===== src/rtl/shram_pkg.sv =====
package shram_pkg;

  typedef struct packed {
    logic gfx_en;
    logic split;
    logic swap;
  } shram_cfg_t;

  localparam int unsigned WHOLE_SPAN = 18;
  localparam int unsigned SPLIT_SPAN = 17;

  function automatic logic win_hit(input logic [23:0] a, input logic [23:0] base,
                                   input int unsigned span);
    return (a >> span) == (base >> span);
  endfunction

  function automatic logic cpu_bank(input logic is_main, input logic split,
                                    input logic swap, input logic off17);
    if (split) return is_main ? ~swap : swap;
    return off17;
  endfunction

  function automatic logic cpu_owns(input logic is_main, input logic split,
                                    input logic swap);
    if (split) return 1'b1;
    return is_main ? swap : ~swap;
  endfunction

  function automatic logic [7:0] ctl_view(input shram_cfg_t c, input logic region);
    return {4'b0000, c.gfx_en, c.split, region, c.swap};
  endfunction

endpackage


===== src/rtl/shram_ctl.sv =====
module shram_ctl
  import shram_pkg::*;
(
  input  logic       clk,
  input  logic       rst_n,
  input  logic       ctl_we,
  input  logic [7:0] ctl_wdata,
  input  logic       busy,
  input  logic       gfx_start,
  output shram_cfg_t cfg,
  output logic       apply_evt
);

  shram_cfg_t pend;
  logic       pend_vld;
  logic       unused_wbits;

  assign unused_wbits = ^{ctl_wdata[7:4], ctl_wdata[1]};
  assign apply_evt    = pend_vld && !ctl_we && !busy;

  always_ff @(posedge clk) begin
    if (!rst_n) begin
      cfg      <= '{gfx_en: 1'b0, split: 1'b0, swap: 1'b1};
      pend     <= '{gfx_en: 1'b0, split: 1'b0, swap: 1'b1};
      pend_vld <= 1'b0;
    end else begin
      if (ctl_we) begin
        pend     <= '{gfx_en: ctl_wdata[3], split: ctl_wdata[2], swap: ctl_wdata[0]};
        pend_vld <= 1'b1;
      end else if (apply_evt) begin
        cfg      <= pend;
        pend_vld <= 1'b0;
      end
      if (gfx_start) begin
        cfg.gfx_en  <= 1'b1;
        pend.gfx_en <= 1'b1;
      end
    end
  end

endmodule


===== src/rtl/shram_port.sv =====
module shram_port
  import shram_pkg::*;
#(
  parameter int          AW         = 24,
  parameter int          WAW        = 6,
  parameter logic        IS_MAIN    = 1'b1,
  parameter logic [23:0] BASE_WHOLE = 24'h200000,
  parameter logic [23:0] BASE_SPLIT = 24'h200000
) (
  input  logic           req,
  input  logic [AW-1:0]  addr,
  input  logic           split,
  input  logic           swap,
  output logic           go,
  output logic           deny,
  output logic           bank,
  output logic [WAW-1:0] word
);

  logic [23:0] a24;
  logic        hit;
  logic        owns;
  logic        unused_addr;

  assign a24         = 24'(addr);
  assign unused_addr = ^addr;
  assign hit  = split ? win_hit(a24, BASE_SPLIT, SPLIT_SPAN)
                      : win_hit(a24, BASE_WHOLE, WHOLE_SPAN);
  assign owns = cpu_owns(IS_MAIN, split, swap);
  assign bank = cpu_bank(IS_MAIN, split, swap, a24[17]);
  assign word = a24[WAW:1];
  assign go   = req && hit && owns;
  assign deny = req && hit && !owns;

endmodule


===== src/rtl/shram_bank.sv =====
module shram_bank #(
  parameter int WAW = 6
) (
  input  logic           clk,
  input  logic           en,
  input  logic           we,
  input  logic [WAW-1:0] addr,
  input  logic [15:0]    wdata,
  output logic [15:0]    rdata
);

  localparam int DEPTH = 1 << WAW;

  logic [15:0] mem [DEPTH];

  always_ff @(posedge clk) begin
    if (en) begin
      if (we) mem[addr] <= wdata;
      else    rdata     <= mem[addr];
    end
  end

endmodule


===== src/rtl/shram_switch.sv =====
module shram_switch
  import shram_pkg::*;
#(
  parameter int   WAW    = 6,
  parameter logic REGION = 1'b1
) (
  input  logic        clk,
  input  logic        rst_n,
  input  logic        main_req,
  input  logic        main_we,
  input  logic [23:0] main_addr,
  input  logic [15:0] main_wdata,
  output logic [15:0] main_rdata,
  output logic        main_viol,
  input  logic        sub_req,
  input  logic        sub_we,
  input  logic [19:0] sub_addr,
  input  logic [15:0] sub_wdata,
  output logic [15:0] sub_rdata,
  output logic        sub_viol,
  input  logic        gfx_start,
  input  logic        gfx_req,
  input  logic        gfx_we,
  input  logic [17:0] gfx_addr,
  input  logic [15:0] gfx_wdata,
  output logic        gfx_gnt,
  output logic [15:0] gfx_rdata,
  input  logic        ctl_we,
  input  logic [7:0]  ctl_wdata,
  output logic [7:0]  ctl_rdata
);

  localparam int NBANK = 2;

  shram_cfg_t     cfg;
  logic           apply_evt;
  logic           cfg_split, cfg_swap, cfg_gfx;
  logic           main_go, main_deny, main_bank;
  logic           sub_go, sub_deny, sub_bank;
  logic [WAW-1:0] main_word, sub_word, gfx_word;
  logic           gfx_bank, gfx_try;
  logic           unused_gfx;
  logic [NBANK-1:0] gfx_sel;
  logic [15:0]    bank_rd [NBANK];

  logic           main_rv_q, sub_rv_q, gfx_rv_q;
  logic           main_bk_q, sub_bk_q, gfx_bk_q;

  shram_ctl u_ctl (
    .clk(clk), .rst_n(rst_n), .ctl_we(ctl_we), .ctl_wdata(ctl_wdata),
    .busy(main_req || sub_req), .gfx_start(gfx_start),
    .cfg(cfg), .apply_evt(apply_evt)
  );

  assign cfg_split = cfg.split;
  assign cfg_swap  = cfg.swap;
  assign cfg_gfx   = cfg.gfx_en;
  assign ctl_rdata = ctl_view(cfg, REGION);

  shram_port #(.AW(24), .WAW(WAW), .IS_MAIN(1'b1),
               .BASE_WHOLE(24'h200000), .BASE_SPLIT(24'h200000)) u_main_port (
    .req(main_req), .addr(main_addr), .split(cfg_split), .swap(cfg_swap),
    .go(main_go), .deny(main_deny), .bank(main_bank), .word(main_word)
  );

  shram_port #(.AW(20), .WAW(WAW), .IS_MAIN(1'b0),
               .BASE_WHOLE(24'h080000), .BASE_SPLIT(24'h0C0000)) u_sub_port (
    .req(sub_req), .addr(sub_addr), .split(cfg_split), .swap(cfg_swap),
    .go(sub_go), .deny(sub_deny), .bank(sub_bank), .word(sub_word)
  );

  assign gfx_try    = gfx_req && cfg_gfx;
  assign gfx_bank   = gfx_addr[17];
  assign gfx_word   = gfx_addr[WAW:1];
  assign unused_gfx = ^gfx_addr;

  for (genvar b = 0; b < NBANK; b++) begin : g_bank
    logic           m_sel, s_sel;
    logic           en, we;
    logic [WAW-1:0] addr;
    logic [15:0]    wdata;

    assign m_sel      = main_go && (main_bank == 1'(b));
    assign s_sel      = sub_go  && (sub_bank  == 1'(b));
    assign gfx_sel[b] = gfx_try && (gfx_bank == 1'(b)) && !m_sel && !s_sel;
    assign en    = m_sel || s_sel || gfx_sel[b];
    assign we    = m_sel ? main_we    : s_sel ? sub_we    : gfx_we;
    assign addr  = m_sel ? main_word  : s_sel ? sub_word  : gfx_word;
    assign wdata = m_sel ? main_wdata : s_sel ? sub_wdata : gfx_wdata;

    shram_bank #(.WAW(WAW)) u_bank (
      .clk(clk), .en(en), .we(we), .addr(addr), .wdata(wdata), .rdata(bank_rd[b])
    );
  end

  assign gfx_gnt = |gfx_sel;

  always_ff @(posedge clk) begin
    if (!rst_n) begin
      main_rv_q <= 1'b0; sub_rv_q <= 1'b0; gfx_rv_q <= 1'b0;
      main_bk_q <= 1'b0; sub_bk_q <= 1'b0; gfx_bk_q <= 1'b0;
      main_viol <= 1'b0; sub_viol <= 1'b0;
    end else begin
      main_rv_q <= main_go && !main_we;
      sub_rv_q  <= sub_go  && !sub_we;
      gfx_rv_q  <= gfx_gnt && !gfx_we;
      main_bk_q <= main_bank;
      sub_bk_q  <= sub_bank;
      gfx_bk_q  <= gfx_bank;
      main_viol <= main_deny;
      sub_viol  <= sub_deny;
    end
  end

  assign main_rdata = main_rv_q ? bank_rd[main_bk_q] : 16'h0000;
  assign sub_rdata  = sub_rv_q  ? bank_rd[sub_bk_q]  : 16'h0000;
  assign gfx_rdata  = gfx_rv_q  ? bank_rd[gfx_bk_q]  : 16'h0000;

endmodule


===== config.mk =====
export PLATFORM = sky130hd
export DESIGN_NAME = shram_switch
export DESIGN_NICKNAME = d
export VERILOG_FILES = /design/src/rtl/shram_pkg.sv /design/src/rtl/shram_ctl.sv /design/src/rtl/shram_port.sv /design/src/rtl/shram_bank.sv /design/src/rtl/shram_switch.sv
export SDC_FILE = /design/constraint.sdc
export NUM_CORES = 2
export LEC_CHECK = 0
export BUFFER_PORTS_ARGS = -buffer_cell sky130_fd_sc_hd__buf_4
export CAP_MARGIN = 40
export CORE_UTILIZATION = 25
export CTS_BUF_LIST = sky130_fd_sc_hd__clkbuf_4 sky130_fd_sc_hd__clkbuf_8
export DETAILED_ROUTE_END_ITERATION = 12
export GPL_TIMING_DRIVEN = 1
export PLACE_DENSITY_LB_ADDON = 0.05
export SLEW_MARGIN = 20
export SYNTH_ARGS = -nofsm -noshare
export SYNTH_HDL_FRONTEND = slang
export SYNTH_SLANG_ARGS = --single-unit
export TNS_END_PERCENT = 20

===== constraint.sdc =====
create_clock -name clk -period 6.9 [get_ports clk]
set_input_delay 1.725 -clock clk [delete_from_list [all_inputs] [get_ports clk]]
set_output_delay 1.725 -clock clk [all_outputs]
set_load 0.01 [all_outputs]

# Yosys cells after proc, flatten, opt, wreduce, memory -nomap -nowiden
# Memory sizes are Yosys's and may differ from the RTL's. A register that Yosys moved wholly into a read port is not among the register bits.
# Cells that the tools add are included.
op_classes:
  n_lt_le_gt_ge: 3
  n_eq_ne: 5
  muxes: 47
  bitwise_logic: 10
  n_reduce_logical: 46
op_table:
  columns: ["op", "n"]
  rows:
  - ["two-way mux 16 bit", 16]
  - ["two-way mux 1 bit", 24]
  - ["two-way mux 6 bit", 4]
  - ["logical AND 1 bit", 22]
  - ["logical NOT 1 bit", 11]
  - ["two-way mux 3 bit", 3]
  - ["AND reduction 2 bit", 4]
  - ["equality test 7 x 5 -> 1 bit (second input constant)", 1]
  - ["inverter 1 bit", 7]
  - ["equality test 6 x 4 -> 1 bit (second input constant)", 1]
  - [">= comparator 2 bit (second input constant)", 3]
  - ["inverter 1 -> 2 bit", 3]
  - ["nonzero test 2 bit", 3]
  - ["logical OR 1 bit", 5]
  - ["equality test 3 bit (second input constant)", 1]
  - ["equality test 2 bit (second input constant)", 1]
  - ["!= test 2 bit (second input constant)", 1]
  - ["OR reduction 2 bit", 1]
word_totals:
  ff_bits: 15
  ramBits: 2048
  output_inout_bits: 59
  elab_cells: 128
  mem_count: 2
mem_list:
  columns: ["name", "depth", "word_bits", "rd", "rd_ports_with_merged_regs", "wr", "line", "text"]
  rows:
  - ["g_bank[0].u_bank.mem", 64, 16, 1, 1, 1, "shram_bank.sv:14", "logic [15:0] mem [DEPTH];"]
  - ["g_bank[1].u_bank.mem", 64, 16, 1, 1, 1, "shram_bank.sv:14", null]

# Longest topological paths before layout
logic_depth:
  depth_word: 11
  mapped_depth: 13
  depth_no_buf: 8

# Cells and area by module
# Synthesis repeated with hierarchy kept, for this count alone.
unflattened:
  cells_unflattened: 4888
  area_unflattened_um2: 82664.3
modules_own_cells:
  columns: ["module", "instances", "cells_per_inst", "area_per_inst_um2"]
  rows:
  - ["shram_bank", 2, 2272, 40008.4]
  - ["shram_switch", 1, 294, 2164.6]
  - ["shram_ctl", 1, 24, 279.0]
  - ["shram_port (u_main_port)", 1, 14, 116.4]
  - ["shram_port (u_sub_port)", 1, 12, 87.6]

# Worst setup path before layout
# OpenSTA, ideal clock, no wires.
synth_timing:
  kind: "input to register"
  start: "in sub_addr[17]"
  end: "mem g_bank[1].u_bank.mem[0][10], data pin"
  arrival_ps: 5629
  t_required_ps: 6198
  path_slack_ps: 569
  stages: 6
  cell_sequence: "and4b_1 -> o211ai_1 -> buf_1 -> clkbuf_1 -> mux2i_1 -> o21ai_0"
synth_between:
  elab_chain_cells: 7
  elab_cells_between_ends: 8
  classes_between: "eq/ne: 1; mux: 4; reduce/logical: 3"
synth_lines:
  columns: ["item", "line", "text"]
  rows:
  - ["from (decl)", "shram_switch.sv:17", "input logic [19:0] sub_addr,"]
  - ["equality test 3 bit", "shram_pkg.sv:14", "return (a >> span) == (base >> span);"]
  - ["two-way mux 1 bit", "shram_port.sv:27", "assign hit = split ? win_hit(a24, BASE_SPLIT, SPLIT_SPAN)"]
  - ["logical AND 1 bit (2 in a row)", "shram_port.sv:32", "assign go = req && hit && owns;"]
  - ["logical AND 1 bit (*)", "shram_switch.sv:84", "assign s_sel = sub_go && (sub_bank == 1'(b));"]
  - ["two-way mux 16 bit (*) (2 in a row)", "shram_switch.sv:89", "assign wdata = m_sel ? main_wdata : s_sel ? sub_wdata : gfx_wdata;"]
  - ["net g_bank[1].u_bank.wdata[10]", "shram_bank.sv:8", "input logic [15:0] wdata,"]
  - ["to (decl)", "shram_bank.sv:14", null]
# Mark *: on every way through the listed nets, which the timed path passes. The rest lies on a longest branch.

# Worst setup path in the final report
layout_timing:
  start: "in main_addr[18]"
  end: "out gfx_gnt"
layout_between:
  elab_chain_cells: 9
  elab_cells_between_ends: 14
  classes_between: "eq/ne: 2; mux: 1; reduce/logical: 11"
layout_lines:
  columns: ["item", "line", "text"]
  rows:
  - ["from (decl)", "shram_switch.sv:11", "input logic [23:0] main_addr,"]
  - ["equality test 7 x 5 -> 1 bit or equality test 6 x 4 -> 1 bit (tied branches)", "shram_pkg.sv:14", null]
  - ["two-way mux 1 bit (*)", "shram_port.sv:27", null]
  - ["logical AND 1 bit (*) (2 in a row)", "shram_port.sv:32", null]
  - ["logical AND 1 bit", "shram_switch.sv:83", "assign m_sel = main_go && (main_bank == 1'(b));"]
  - ["logical NOT 1 bit", "shram_switch.sv:85", "assign gfx_sel[b] = gfx_try && (gfx_bank == 1'(b)) && !m_sel && !s_sel;"]
  - ["logical AND 1 bit (2 in a row)", "shram_switch.sv:85", null]
  - ["OR reduction 2 bit (*)", "shram_switch.sv:96", "assign gfx_gnt = |gfx_sel;"]
  - ["to (decl)", "shram_switch.sv:26", "output logic gfx_gnt,"]
# Every way passes the cells marked *; elsewhere a longest branch is shown, timed or not.

==> impl_metrics.ini <==
[sta]
skew_ns = 0.0598
period_share = 0.773
hold_violations = 0
rsz0062_at_grt = no
tns_ns = 0
fin_hold_ws_ns = 0.477
fmax_ghz = 0.187
finalSetupViolCount = 0
layout_setup_ws_ns = 1.57
slew_headroom = 0.375
fin_crit_ns = 5.33
worst_pin_slew_ns = 0.937
drv_slew = 0

[route]
vias = 52700
drt_iter0_markers = 3351
ant_nets = 0
finalWirelength_mm = 315
drc = 0
wl_per_cell_um = 28.3
drtPass1Iterations = 6
vias_per_cell = 4.74

[clocking]
post_cts_resized = 0
cts_inserted_buffers = 387
post_cts_buffers = 0
cts-root-buf = clkbuf_8
cts_hold_buf = 0
numClockSinks = 2095
clkSlewWorstSetupHoldPaths_ns = 0.06
htreeDepth = 5
clkLatencyLatePin_ns = 1.08
cts_tree = yes
cts_buffer_depth = 4

[setup_path]
worst_path_most_repeated_cell = buf_4
cp.depth = 8
required_ns = 5.18
crit_type = in -> out
crit_family = buffers and inverters
crit_path_start = main_addr[18]
max_stage_delay_ns = 0.43
endpoint_kind = output port
start_kind = input port
critical_path.max_fanout = 36
cp_cell_sequence = buf_4, nor3_1, buf_4, nand3_4, buf_4, a32oi_1, nor2_1, buf_4
r2r-end = g_bank[1].u_bank.rdata[11]
slowest_stage = buf_4
cp.buffers_inverters = 4
r2r_setup_slack_ns = 1.86
worst-r2r-cell-count = 10
crit_end = gfx_gnt
rr_startpoint = u_ctl.cfg[1]
arrival_ns = 3.61

[placed_design]
dp_slack_ns = 0.692
port_buffers = 143
gp_congestion = 0.763
dp_hpwl_mm = 191

[global_route]
grtUsageTotal = 0.180
met3_usage = 0.0211
top_usage_layer = met2
grt_max_degree = 129
grt_pass1_wl_mm = 437
first_global_vias = 53800
grtUsageMet1 = 0.233
antenna_found_initial = 17
grt_use_met2 = 0.316
grt-ovfl-total = 0

[synthesis]
ys_ff_latch = 2095
synthesis.area_mm2 = 0.0845
ys.flop_type = edfxtp_1
synth-compound-area-share = 0.0947
postSynthAreaPerCell_um2 = 14.6
synth_top_family_by_area = compound AO/OA/AOI/OAI gates
synth_xor_area_frac = 0.000193
syn-instance-count = 5781
yosysUniqueCellTypes = 47
synth_edf_count = 2080
muxShareOfSynthArea = 0.0730
async_flop_share = 0
synthSimpleGateAreaFrac = 0.0654
synth_fa_ha_area_frac = 0
yosysSeqAreaShare = 0.743
yosys_warnings = 0

[run]
max_cap_viol_count = 0

[floorplan]
fp.dieArea_mm2 = 0.340
row_count = 213
core_mm2 = 0.336
die_h_um = 583
start_util = 0.251
fp.dieW_um = 583
ios = 187

[worst_hold_path]
hold_class = reg -> reg
hp-start = u_ctl.pend[0]

[power]
power_leakage_nw = 33.7
max-vdd-ir-drop_mv = 0.131
power_density_mw_per_mm2 = 268

[finish]
fin_nets = 6427
final_common_cell = edfxtp_1
final_cell_mix = edfxtp_1 (2080), mux2i_1 (608), nand3_1 (526)
layout-drive-gt1-share = 0.210
area_growth_pct = 20.6

[status]
status = finished, final reports clean
## where the power goes
part,switching [mW],internal [mW],total (mW)
clock network,5.33,6.11,11.4
registers,0.0125,14.0,14.0
logic,1.23,0.550,1.78
## sequential cells by signal (all words and copies together), names as in the netlist
signal	count
u_ctl.pend	3
main_bk_q	1
u_ctl.pend_vld	1
g_bank.u_bank.mem	2048
main_rv_q	1
sub_rv_q	1
g_bank.u_bank.rdata	32
gfx_bk_q	1
sub_viol	1
sub_bk_q	1
u_ctl.cfg	3
main_viol	1
gfx_rv_q	1
## layout make-up
class                      count  area [µm²]
inverter                       3        11.3
clock inverter               112         533
fill                       33800      234000
clock buffer                 557        6630
sequential                  2095       62800
timing repair buffer         605        5740
tap                         4515        5650
antenna                       16        40.0
multi-input combinational   3207       20500
## cell usage after synthesis (8+ instances only)
library cell  number  area (µm²)
edfxtp_1        2080       62500
mux2i_1          608        6090
a21oi_1          536        2680
o21ai_0          532        2660
nand3_1          528        2640
o22ai_1          384        2400
clkbuf_1         327        1230
nor2_1           291        1090
nor4_1           128         801
buf_2            112         561
nor2b_1           53         332
or4_1             32         240
nand2_1           30         113
buf_1             29         109
dfxtp_1           15         300
buf_4             10        75.1
or2_2              9        56.3
or3_1              8        50.1
## layer usage
layer	share of wire	wire (µm)
met5	0	0
met4	0.027	8510
met3	0.033	10400
met2	0.51	159000
met1	0.43	136000
## kinds of logic (layout without fill, tap and decap cells)
family,Yosys count,after routing
AO/OA/AOI/OAI,1482,1482
XOR/XNOR,1,1
buffers and inverters,482,1277
flip-flops,2095,2095
multiplexers,614,614
other,2,21
AND/OR/NAND/NOR,1105,1105
## through the flow
step | total power, mW | std cells | instance area (µm²) | util
final | 27.3 | 11100 | 102000 | 0.303
after detailed placement | 16.1 | 10400 | 94500 | 0.281
after global placement | 16.1 | 10400 | 93800 | 0.279
after CTS | 27.8 | 11100 | 102000 | 0.302
after global routing | 28.3 | 11100 | 102000 | 0.303
after floorplan | 15.1 | 5784 | 84500 | -
## worst min path at each step
| stage | end | cells past startpoint | slack (ns) |
|---|---|---|---|
| after CTS | u_ctl.pend[0] | 2 | 0.48 |
| after global routing | u_ctl.pend[0] | 2 | 0.50 |
| after floorplan | u_ctl.pend[0] | 2 | 0.44 |
| final | u_ctl.pend[0] | 2 | 0.48 |
| after global placement | u_ctl.pend[0] | 2 | 0.47 |
| after detailed placement | u_ctl.pend[0] | 2 | 0.46 |
## worst reg2reg max path: stages (launching register included)
cell and delay [ns]:
dfxtp_1 0.80, and4b_1 0.37, o211a_1 0.51, mux2i_4 0.44
o31a_2 0.44, buf_12 0.34, buf_4 0.33, a21oi_1 0.08
nor4_1 0.61, o22ai_1 0.33, or4_1 0.55
No activity file was read; power rests on OpenSTA's default activity.
